### src/rtl/trace_qual_pkg.sv
package trace_qual_pkg;

  // Strobes from the control half to the datapath half, one set per clock.
  typedef struct packed {
    logic keepStore;   // this sample survives the qualifier options
    logic capLo;       // first address clock: capture lower word, latch grant
    logic capHi;       // second address clock: capture upper word
    logic commit;      // trailing edge of address-valid: publish address
    logic commitWide;  // publish both words (dual address clock)
  } ctrlStb_t;

endpackage

### src/rtl/trace_qual_ctrl.sv
module trace_qual_ctrl
  import trace_qual_pkg::*;
(
  input  logic     clk,
  input  logic     rstN,
  input  logic     stateMode,
  input  logic     noWaitEn,
  input  logic     noIdleEn,
  input  logic     fMstWait,
  input  logic     fTgtWait,
  input  logic     fNoDevWait,
  input  logic     fIdle,
  input  logic     fAddrValid,
  output ctrlStb_t stb
);

  logic avPrev;   // address-valid seen at previous edge (state mode only)
  logic hiTaken;  // upper word already collected for this address phase
  logic anyWait;
  logic dropWait;
  logic dropIdle;

  assign anyWait  = fMstWait | fTgtWait | fNoDevWait;
  assign dropWait = noWaitEn & anyWait;
  assign dropIdle = noIdleEn & fIdle;

  always_comb begin
    stb            = '0;
    stb.keepStore  = ~(dropWait | dropIdle);
    stb.capLo      = stateMode & fAddrValid & ~avPrev;
    stb.capHi      = stateMode & fAddrValid & avPrev & ~hiTaken;
    stb.commit     = stateMode & ~fAddrValid & avPrev;
    stb.commitWide = hiTaken;
  end

  always_ff @(posedge clk or negedge rstN) begin
    if (!rstN) begin
      avPrev  <= 1'b0;
      hiTaken <= 1'b0;
    end else begin
      avPrev <= stateMode & fAddrValid;
      if (stb.capLo) begin
        hiTaken <= 1'b0;
      end else if (stb.capHi) begin
        hiTaken <= 1'b1;
      end
    end
  end

endmodule

### src/rtl/trace_qual_data.sv
module trace_qual_data
  import trace_qual_pkg::*;
#(
  parameter int AD_W = 32
) (
  input  logic              clk,
  input  logic              rstN,
  input  logic              stateMode,
  input  ctrlStb_t          stb,
  input  logic [AD_W-1:0]   ad,
  input  logic              gntN,
  output logic              storeStb,
  output logic [2*AD_W-1:0] heldAddr,
  output logic              heldGntN,
  output logic [AD_W-1:0]   sampleWord
);

  localparam int HA_W = 2 * AD_W;

  logic            storeQ;
  logic [AD_W-1:0] sampleQ;
  logic [AD_W-1:0] loWord;
  logic [AD_W-1:0] hiWord;
  logic [HA_W-1:0] addrQ;
  logic            gntQ;

  always_ff @(posedge clk or negedge rstN) begin
    if (!rstN) begin
      storeQ  <= 1'b0;
      sampleQ <= '0;
    end else begin
      storeQ  <= stb.keepStore;
      sampleQ <= ad;
    end
  end

  always_ff @(posedge clk or negedge rstN) begin
    if (!rstN) begin
      loWord <= '0;
      hiWord <= '0;
      gntQ   <= 1'b1;
    end else begin
      if (stb.capLo) begin
        loWord <= ad;
        gntQ   <= gntN;
      end
      if (stb.capHi) begin
        hiWord <= ad;
      end
    end
  end

  always_ff @(posedge clk or negedge rstN) begin
    if (!rstN) begin
      addrQ <= '0;
    end else if (stb.commit) begin
      addrQ <= stb.commitWide ? {hiWord, loWord} : {{AD_W{1'b0}}, loWord};
    end
  end

  assign storeStb   = stateMode ? storeQ  : 1'b1;
  assign sampleWord = stateMode ? sampleQ : ad;
  assign heldGntN   = stateMode ? gntQ    : gntN;
  assign heldAddr   = addrQ;

endmodule

### src/rtl/trace_qual_demux.sv
module trace_qual_demux
  import trace_qual_pkg::*;
#(
  parameter int AD_W = 32
) (
  input  logic              clk,
  input  logic              rstN,
  input  logic              stateMode,
  input  logic              noWaitEn,
  input  logic              noIdleEn,
  input  logic              fMstWait,
  input  logic              fTgtWait,
  input  logic              fNoDevWait,
  input  logic              fIdle,
  input  logic              fAddrValid,
  input  logic              gntN,
  input  logic [AD_W-1:0]   ad,
  output logic              storeStb,
  output logic [2*AD_W-1:0] heldAddr,
  output logic              heldGntN,
  output logic [AD_W-1:0]   sampleWord
);

  ctrlStb_t stb;

  trace_qual_ctrl u_ctrl (
    .clk        (clk),
    .rstN       (rstN),
    .stateMode  (stateMode),
    .noWaitEn   (noWaitEn),
    .noIdleEn   (noIdleEn),
    .fMstWait   (fMstWait),
    .fTgtWait   (fTgtWait),
    .fNoDevWait (fNoDevWait),
    .fIdle      (fIdle),
    .fAddrValid (fAddrValid),
    .stb        (stb)
  );

  trace_qual_data #(.AD_W(AD_W)) u_data (
    .clk        (clk),
    .rstN       (rstN),
    .stateMode  (stateMode),
    .stb        (stb),
    .ad         (ad),
    .gntN       (gntN),
    .storeStb   (storeStb),
    .heldAddr   (heldAddr),
    .heldGntN   (heldGntN),
    .sampleWord (sampleWord)
  );

endmodule

### config.mk
export PLATFORM = sky130hd
export DESIGN_NAME = trace_qual_demux
export DESIGN_NICKNAME = d
export VERILOG_FILES = /design/src/rtl/trace_qual_pkg.sv /design/src/rtl/trace_qual_ctrl.sv /design/src/rtl/trace_qual_data.sv /design/src/rtl/trace_qual_demux.sv
export SDC_FILE = /design/constraint.sdc
export NUM_CORES = 1
export LEC_CHECK = 0
export BUFFER_PORTS_ARGS = -buffer_cell sky130_fd_sc_hd__buf_2
export CAP_MARGIN = 10
export CORE_UTILIZATION = 30
export DETAILED_ROUTE_END_ITERATION = 12
export GPL_TIMING_DRIVEN = 0
export PLACE_DENSITY_LB_ADDON = 0.08
export SYNTH_ARGS = -nofsm -noshare
export SYNTH_HDL_FRONTEND = slang
export SYNTH_SLANG_ARGS = --single-unit
### constraint.sdc
create_clock -name clk -period 1.6 [get_ports clk]
set_clock_uncertainty 0.15 [all_clocks]
set_input_delay 0 -clock clk [delete_from_list [all_inputs] [get_ports clk]]
set_output_delay 0 -clock clk [all_outputs]
set_load 0.01 [all_outputs]
==> results of run 1 <==
## where the power goes
group,internal [mW],switching [mW]
Sequential,4.96,0.412
Clock,2.33,1.73
Combinational,1.22,0.986
## cells in the final DEF, fill, tap and decap left out, types with 2 or more instances in the layout
| master | netlist | routed |
|---|---|---|
| clkinvlp_4 | 0 | 5 |
| inv_6 | 0 | 4 |
| dlygate4sd3_1 | 0 | 39 |
| clkbuf_16 | 0 | 17 |
| inv_1 | 32 | 32 |
| dfrtp_1 | 163 | 162 |
| mux2_4 | 28 | 28 |
| bufinv_16 | 0 | 2 |
| mux2_2 | 98 | 98 |
| buf_2 | 6 | 142 |
| buf_4 | 5 | 8 |
| nand2_1 | 32 | 32 |
| mux2i_1 | 32 | 32 |
| mux2_1 | 5 | 5 |
| buf_6 | 6 | 4 |
| clkbuf_1 | 4 | 5 |
| buf_8 | 0 | 4 |
## cell type report
class | count | area (um^2)
timing repair buffer | 181 | 1140
multi-input combinational | 202 | 2100
clock inverter | 13 | 149
fill | 2010 | 12500
sequential | 164 | 4110
clock buffer | 19 | 433
buffer | 20 | 169
tap | 275 | 344
inverter | 32 | 120
## metal layers
layer,GRT usage (%),routed length [um]
met4,4.29,132
met3,4.19,783
met5,0,0
met2,21.2,6640
met1,17.7,6580
## worst paths after layout
| kind | endpoint | start | cells after the start | slack (ps) |
|---|---|---|---|---|
| setup / recovery | u_data.hiWord[5]$_DFFE_PN0P_ | u_ctrl.hiTaken$_DFFE_PN0P_ | 3 | 80 |
| hold / removal | u_data.sampleQ[24]$_DFF_PN0_ | rstN | 2 | 0.5 |
| setup reg to reg | u_data.hiWord[5]$_DFFE_PN0P_ | u_ctrl.hiTaken$_DFFE_PN0P_ | 3 | 80 |
| hold reg to reg | u_data.loWord[17]$_DFFE_PN0P_ | u_data.loWord[17]$_DFFE_PN0P_ | 1 | 340 |
| max in group asynchronous | u_data.heldAddr[4]$_DFFE_PN0P_ | rstN | 3 | 460 |
| min in group clk | u_data.loWord[31]$_DFFE_PN0P_ | stateMode | 4 | 40 |
## registers in the layout, indices dropped and copies added (netlist names)
name	count
u_data.heldAddr	64
u_data.hiWord	32
u_data.loWord	32
u_data.sampleQ	32
u_ctrl.avPrev	1
u_ctrl.hiTaken	1
u_data.gntQ	1
u_data.storeQ	1
## kinds of logic after synthesis
kind of cell           Yosys count
AOI/OAI and AO/OA                2
buffers and inverters           53
DFF                            164
muxes                          163
and+or+nand+nor                 37
## critical path, stage by stage (launching register included)
cell      delay [ps]
dfrtp_2          470
nand4b_4         270
buf_6            210
mux2_1           310
## timing repair
item,4_1_cts,5_1_grt
hold endpoints to repair,264,1
gates resized for setup,4,4
setup buffers,0,1
setup endpoints to repair,79,29
hold buffers,38,1
## through the flow
stage / cells / hold slack [ps] / total power, mW / utilization, % / cell area [um^2]
2_1_floorplan: 419 / -446 / 6.65 / - / 6470
3_3_place_gp: 834 / 0.239 / 7.58 / 35.7 / 7520
3_5_place_dp: 835 / -104 / 7.64 / 35.8 / 7560
4_1_cts: 904 / 24.8 / 11.9 / 40.4 / 8520
5_1_grt: 906 / 54.0 / 12.3 / 40.6 / 8560
6_report: 906 / 0.479 / 11.6 / 40.6 / 8560
==> impl_metrics.tcl, run 1 <==
set metrics [dict create \
    worstPathMaxFanout 10 \
    wl_per_cell_um 15.6 \
    die_height_um 149 \
    num_vias 3861 \
    period_minus_slack_ps 1520 \
    grt-ovfl-total 0 \
    crit_type "reg2reg" \
    synth_edf_count 0 \
    dieArea_um2 22200 \
    insertion_delay_ps 420 \
    first_global_vias 4023 \
    drive_above_1_share_pct 50.6 \
    postRouteAntennaNets 0 \
    ys.warnings.count 0 \
    syn_area_um2 6470 \
    synth_top_cell_by_area "dfrtp_1" \
    cts_tree "yes" \
    clockBufferDepth 2 \
    rows 53 \
    ir_drop_uv 666 \
    antenna_found_initial 0 \
    critPathLaunchType "flip-flop" \
    maxCapViolations 0 \
    synth-adder-area-share_pct 0 \
    grtUsageTotal_pct 13.5 \
    worst_pin_slew_ps 671 \
    cp-end-kind "flip-flop" \
    grt_pass1_wl_um 22500 \
    cp.required_ps 1750 \
    slew_viol_final 0 \
    cts_root_buffer "clkbuf_16" \
    start_util_pct 30.7 \
    routed_wl_um 14100 \
    synth-simple-area-share_pct 2.84 \
    worst_slack_ps 84.0 \
    cts_sinks 164 \
    drc 0 \
    io_buffer_count 140 \
    finalSetupTns_ps 0 \
    synth-compound-area-share_pct 0.213 \
    gp_congestion 0.703 \
    synth_most_common_cell "dfrtp_1" \
    clock.fmax_ghz 0.660 \
    synth_top_family_by_area "multiplexers" \
    via_per_inst 4.26 \
    power_per_cell_area_nw_per_um2 1360 \
    hold_viol_final 0 \
    synth_mux_area_share_pct 29.4 \
    cts_buffers 17 \
    dp_slack_ps -159 \
    hold_class "in2async" \
    initialDrtViolationCount 111 \
    synthCells 419 \
    drt-pass1-iter-count 4 \
    syn_area_per_cell_um2 15.5 \
    yosysTopAreaCellShare_pct 63.0 \
    setup_viol 0 \
    grt_start_max_net_pins 84 \
    synth-seq-cells 164 \
    synthXorXnorAreaFrac_pct 0 \
    relSlewSlack_pct 55.3 \
    core-area_um2 21100 \
    clk_pin_slew_ps 70 \
    fp.dieW_um 149 \
    ys_types 19 \
    area_delta_synth_final_pct 32.2 \
    critPathArrivalTime_ps 1670 \
    hpwl_um 9270 \
    design.final.nets 661 \
    fin_crit_sh_pct 94.7 \
    async_flop_share_pct 100 \
    synth.cells.most_frequent "dfrtp_1, mux2_2, inv_1, mux2i_1, nand2_1" \
    syn-num-nets 462 \
    n_antenna_cell 0 \
    htree_levels 4 \
    synth_seq_area_share_pct 63.4 \
    synth_area_leaders "dfrtp_1, mux2_2, mux2_4" \
    rsz0062_at_grt "false" \
    ios 141 \
    outcome "complete, no violations" \
    synthFlopType "dfrtp_1" \
    power_leakage_nw 4.28 \
]
(Power assumes the default switching activity.)
==> run 2: changes to the inputs <==
==> constraint.sdc (replaced) <==
create_clock -name clk -period 1.6 [get_ports clk]
set_clock_uncertainty 0.15 [all_clocks]
set_input_delay 0.16 -clock clk [delete_from_list [all_inputs] [get_ports clk]]
set_output_delay 0.16 -clock clk [all_outputs]
set_load 0.01 [all_outputs]
==> impl_metrics.tcl, run 2 (synthesis gave the netlist of run 1 again) <==
set metrics [dict create \
    hold_class "in2reg" \
    htree_levels 4 \
    clockBufferDepth 2 \
    holdPathStages 3 \
    ir_drop_uv 659 \
    place_area_um2 7560 \
    start_util_pct 30.7 \
    ff2ff_setup_slack_ps 80 \
    grt_pass1_wl_um 22500 \
    dieArea_um2 22200 \
    clock.fmax_ghz 0.642 \
    ios 141 \
    final_cell_mix "dfrtp_1, buf_2, mux2_2" \
    num_vias 3855 \
    grtUsageTotal_pct 13.5 \
    cts_tree "yes" \
    reg2reg_depth 4 \
    p_sw_mw 3.13 \
    hp-start "fAddrValid" \
    wl_per_cell_um 15.6 \
    drc 0 \
    critPathArrivalTime_ps 1250 \
    hold_end "u_data.loWord[31]$_DFFE_PN0P_" \
    period_minus_slack_ps 1560 \
    p_int_mw 8.51 \
    final_common_cell "dfrtp_1" \
    cts_sinks 164 \
    postRouteAntennaNets 0 \
    first_global_vias 4024 \
    insertion_delay_ps 420 \
    initialDrtViolationCount 106 \
    area_delta_synth_final_pct 32.0 \
    fin_crit_sh_pct 97.3 \
    cp-end-kind "output port" \
    hold_slack_ps 40.4 \
    postCtsSetupBuffers 0 \
    crit_slowest_cell "dlygate4sd3_1" \
    slew_viol_final 0 \
    power_mw 11.6 \
    maxCapViolations 0 \
    n_antenna_cell 0 \
    die_height_um 149 \
    r2r-start "u_ctrl.avPrev$_DFF_PN0_" \
    worst_pin_slew_ps 665 \
    power_per_cell_area_nw_per_um2 1360 \
    hpwl_um 9270 \
    design.final.nets 658 \
    drive_above_1_share_pct 50.6 \
    fp.dieW_um 149 \
    grt_start_max_net_pins 84 \
    crit_type "in2out" \
    via_per_inst 4.27 \
    gp_congestion 0.703 \
    setup_viol 0 \
    worstPathMaxFanout 4 \
    cts_root_buffer "clkbuf_16" \
    pwr-share-clk_pct 34.9 \
    cpPeakStageDelay_ps 540 \
    io_buffer_count 140 \
    largest_reg_flops 64 \
    worstPathCellList "dlygate4sd3_1, buf_2, mux2_2, buf_2" \
    routed_wl_um 14100 \
    clk_pin_slew_ps 70 \
    final_cell_area_um2 8550 \
    pwr-share-comb_pct 19.0 \
    core-area_um2 21100 \
    cts_buffers 17 \
    switching_share_pct 26.9 \
    cpMostUsedCell "buf_2" \
    antenna_found_initial 0 \
    power_leakage_nw 4.28 \
    drt-pass1-iter-count 4 \
    critPathLaunchType "input port" \
    fillers 2005 \
    cp.required_ps 1290 \
    reg2reg_to "u_data.heldAddr[12]$_DFFE_PN0P_" \
    hold_viol_final 0 \
    rows 53 \
    p_seq_share_pct 46.2 \
    relSlewSlack_pct 55.6 \
    grt-ovfl-total 0 \
    outcome "complete, no violations" \
]
## run 2: layout make-up
| type | count | area [um^2] | area share [%] |
|---|---|---|---|
| plain buffers | 20 | 189 | 2.21 |
| clock buffers | 19 | 433 | 5.06 |
| clock inverters | 13 | 149 | 1.74 |
| inverters | 32 | 120 | 1.41 |
| multi-input cells | 202 | 2100 | 24.5 |
| flip-flops and latches | 164 | 4110 | 48.0 |
| well taps | 275 | 344 | 4.03 |
| repair buffers | 178 | 1110 | 13.0 |
## run 2: critical path: cells and delay by family
family | cells | cell delay (ps)
multiplexers | 1 | 250
buffers and inverters | 3 | 830
## run 2: worst max path at each step
| stage | startpoint | end | slack, ps |
|---|---|---|---|
| after CTS | u_ctrl.avPrev$_DFF_PN0_ | u_data.heldAddr[12]$_DFFE_PN0P_ | 8 |
| final | ad[26] | sampleWord[26] | 40 |
| after detailed placement | u_ctrl.hiTaken$_DFFE_PN0P_ | u_data.hiWord[4]$_DFFE_PN0P_ | -160 |
| after floorplan | u_ctrl.hiTaken$_DFFE_PN0P_ | u_data.hiWord[30]$_DFFE_PN0P_ | 170 |
| after global routing | u_ctrl.avPrev$_DFF_PN0_ | u_data.heldAddr[12]$_DFFE_PN0P_ | -2 |
| after global placement | rstN | u_data.sampleQ[9]$_DFF_PN0_ | -2390 |
## run 2: stage by stage
step / utilization (%) / setup slack [ps] / TNS (ps) / cells
2_1_floorplan: - / 167 / 0 / 419
3_3_place_gp: 35.7 / -2390 / -393380 / 834
3_5_place_dp: 35.8 / -159 / -7130 / 835
4_1_cts: 40.4 / 7.51 / 0 / 903
5_1_grt: 40.5 / -1.85 / -2.07 / 903
6_report: 40.5 / 43.3 / 0 / 903
## run 2: power by group through the flow
stage	combinational (mW)	clock, mW	sequential (mW)
finish	2.21	4.06	5.38
floorplan	1.07	0	5.59
global route	2.43	4.38	5.49
global placement	2.15	0	5.43
detailed placement	2.19	0	5.45
CTS	2.27	4.22	5.39
## run 2: layer usage
metal / part of all wire [%] / vias to the layer above / track usage [%]
li1: - / 1814 / -
met1: 47 / 1932 / 17.5
met2: 47 / 99 / 21.4
met3: 5.5 / 10 / 4.19
met4: 0.98 / 0 / 4.29
met5: 0 / - / 0
## run 2: repair_timing
| action | in CTS | in global routing |
|---|---|---|
| hold buffers | 37 | 0 |
| endpoints found under the setup margin | 108 | 35 |
| resized for setup | 7 | 7 |
| endpoints found under the hold margin | 180 | 0 |
==> run 3: changes to the inputs <==
--- a/config.mk
+++ b/config.mk
@@ -11,6 +11,8 @@
 export DETAILED_ROUTE_END_ITERATION = 12
 export GPL_TIMING_DRIVEN = 0
 export PLACE_DENSITY_LB_ADDON = 0.08
+export REMOVE_ABC_BUFFERS = 1
+export SLEW_MARGIN = 20
 export SYNTH_ARGS = -nofsm -noshare
 export SYNTH_HDL_FRONTEND = slang
 export SYNTH_SLANG_ARGS = --single-unit
==> constraint.sdc (replaced) <==
create_clock -name clk -period 1.6 [get_ports clk]
set_clock_uncertainty 0.15 [all_clocks]
set_input_delay 0.16 -clock clk [delete_from_list [all_inputs] [get_ports clk]]
set_output_delay 0.16 -clock clk [all_outputs]
set_load 0.1 [all_outputs]
==> impl_metrics.tcl, run 3 (synthesis gave the netlist of run 1 again) <==
set metrics [dict create \
    clock.fmax_ghz 0.625 \
    antenna_found_initial 0 \
    grt_pass1_wl_um 23200 \
    finalSetupTns_ps 0 \
    cts_root_buffer "clkbuf_16" \
    cts_buffers 17 \
    critPathArrivalTime_ps 1290 \
    grtUsageTotal_pct 13.9 \
    ios 141 \
    outcome "complete, no violations" \
    routed_wl_um 14500 \
    clk_pin_slew_ps 70 \
    largest_reg_flops 64 \
    hold_class "in2reg" \
    hpwl_um 8230 \
    slew_viol_final 0 \
    worstPathMaxFanout 4 \
    first_global_vias 4287 \
    cp-end-kind "output port" \
    power_leakage_nw 4.54 \
    ir_drop_uv 884 \
    power_per_cell_area_nw_per_um2 1700 \
    postRouteAntennaNets 0 \
    gp_congestion 0.672 \
    rsz0062_at_grt "true" \
    multi_input_area_um2 2150 \
    regArea_um2 4110 \
    fp.dieW_um 149 \
    cts_sinks 164 \
    setup_viol 0 \
    num_vias 3972 \
    start_util_pct 30.7 \
    period_minus_slack_ps 1600 \
    initialDrtViolationCount 70 \
    via_per_inst 4.33 \
    fin_crit_sh_pct 100 \
    core-area_um2 21100 \
    crit_type "in2out" \
    critPathLaunchType "input port" \
    cp.required_ps 1290 \
    htree_levels 4 \
    die_height_um 149 \
    holdPathStages 2 \
    design.final.nets 673 \
    clockBufferDepth 2 \
    hold_viol_final 0 \
    io_buffer_count 140 \
    grt_start_max_net_pins 87 \
    final_cell_mix "dfrtp_1, buf_2, mux2_2" \
    maxCapViolations 0 \
    dp_slack_ps -1240 \
    dieArea_um2 22200 \
    final_common_cell "dfrtp_1" \
    worst_pin_slew_ps 613 \
    drive_above_1_share_pct 52.7 \
    area_delta_synth_final_pct 40.3 \
    relSlewSlack_pct 59.1 \
    drt-pass1-iter-count 4 \
    drc 0 \
    fillers 1979 \
    rows 53 \
    grt-ovfl-total 0 \
    worst_slack_ps 0.0306 \
    insertion_delay_ps 410 \
    n_antenna_cell 0 \
    reg2reg_depth 5 \
    wl_per_cell_um 15.8 \
    cts_tree "yes" \
]
[run 3: worst paths after layout]
kind,from,to,slack [ps]
hold / removal,stateMode,u_ctrl.avPrev$_DFF_PN0_,110
setup reg to reg,u_ctrl.avPrev$_DFF_PN0_,u_data.heldAddr[9]$_DFFE_PN0P_,40
setup / recovery,ad[12],sampleWord[12],0.03
min in group asynchronous,rstN,u_data.sampleQ[15]$_DFF_PN0_,150
max in group asynchronous,rstN,u_data.hiWord[10]$_DFFE_PN0P_,300
hold reg to reg,u_data.loWord[17]$_DFFE_PN0P_,u_data.loWord[17]$_DFFE_PN0P_,340
[run 3: metrics by stage]
stage          util [%]  hold slack (ps)  instances  instance area [um^2]  power (mW)
2_1_floorplan         -             -286        398                  6320        10.2
3_3_place_gp       34.9              159        813                  7370        11.1
3_5_place_dp       35.7             38.4        822                  7530        11.2
4_1_cts            42.3             87.8        911                  8920        15.6
5_1_grt            43.1              116        918                  9080        16.1
6_report           43.1              111        918                  9080        15.4
[run 3: per-layer routing]
layer,share of wire [%],track usage (%)
met1,47,18.3
met2,47,21.8
met3,5.3,4.13
met4,0.88,4.69
met5,0,0
[run 3: power by group]
| group | internal, mW | switching, mW | leakage, nW | total (mW) |
|---|---|---|---|---|
| registers | 4.96 | 0.402 | 1.98 | 5.37 |
| clock network | 2.37 | 1.74 | 0.286 | 4.11 |
| logic | 1.38 | 4.59 | 2.28 | 5.97 |
[run 3: repair_timing]
| action | in CTS | in global routing |
|---|---|---|
| endpoints found under the setup margin | 162 | 30 |
| endpoints found under the hold margin | 177 | 0 |
| hold buffers | 37 | 0 |
| buffers inserted | 20 | 6 |
| resized for setup | 71 | 16 |
| cloned | 2 | 2 |
[run 3: final cells by class]
| type | count | share of cell area [%] |
|---|---|---|
| inverters | 32 | 1.32 |
| clock inverters | 13 | 1.61 |
| flip-flops and latches | 164 | 45.3 |
| clock buffers | 19 | 4.88 |
| well taps | 275 | 3.79 |
| multi-input cells | 204 | 23.7 |
| repair buffers | 211 | 19.5 |
[run 3: worst max-delay path, cell delays in order]
cell,delay (ps)
dlygate4sd3_1,530
buf_2,140
mux2_2,270
buf_6,190
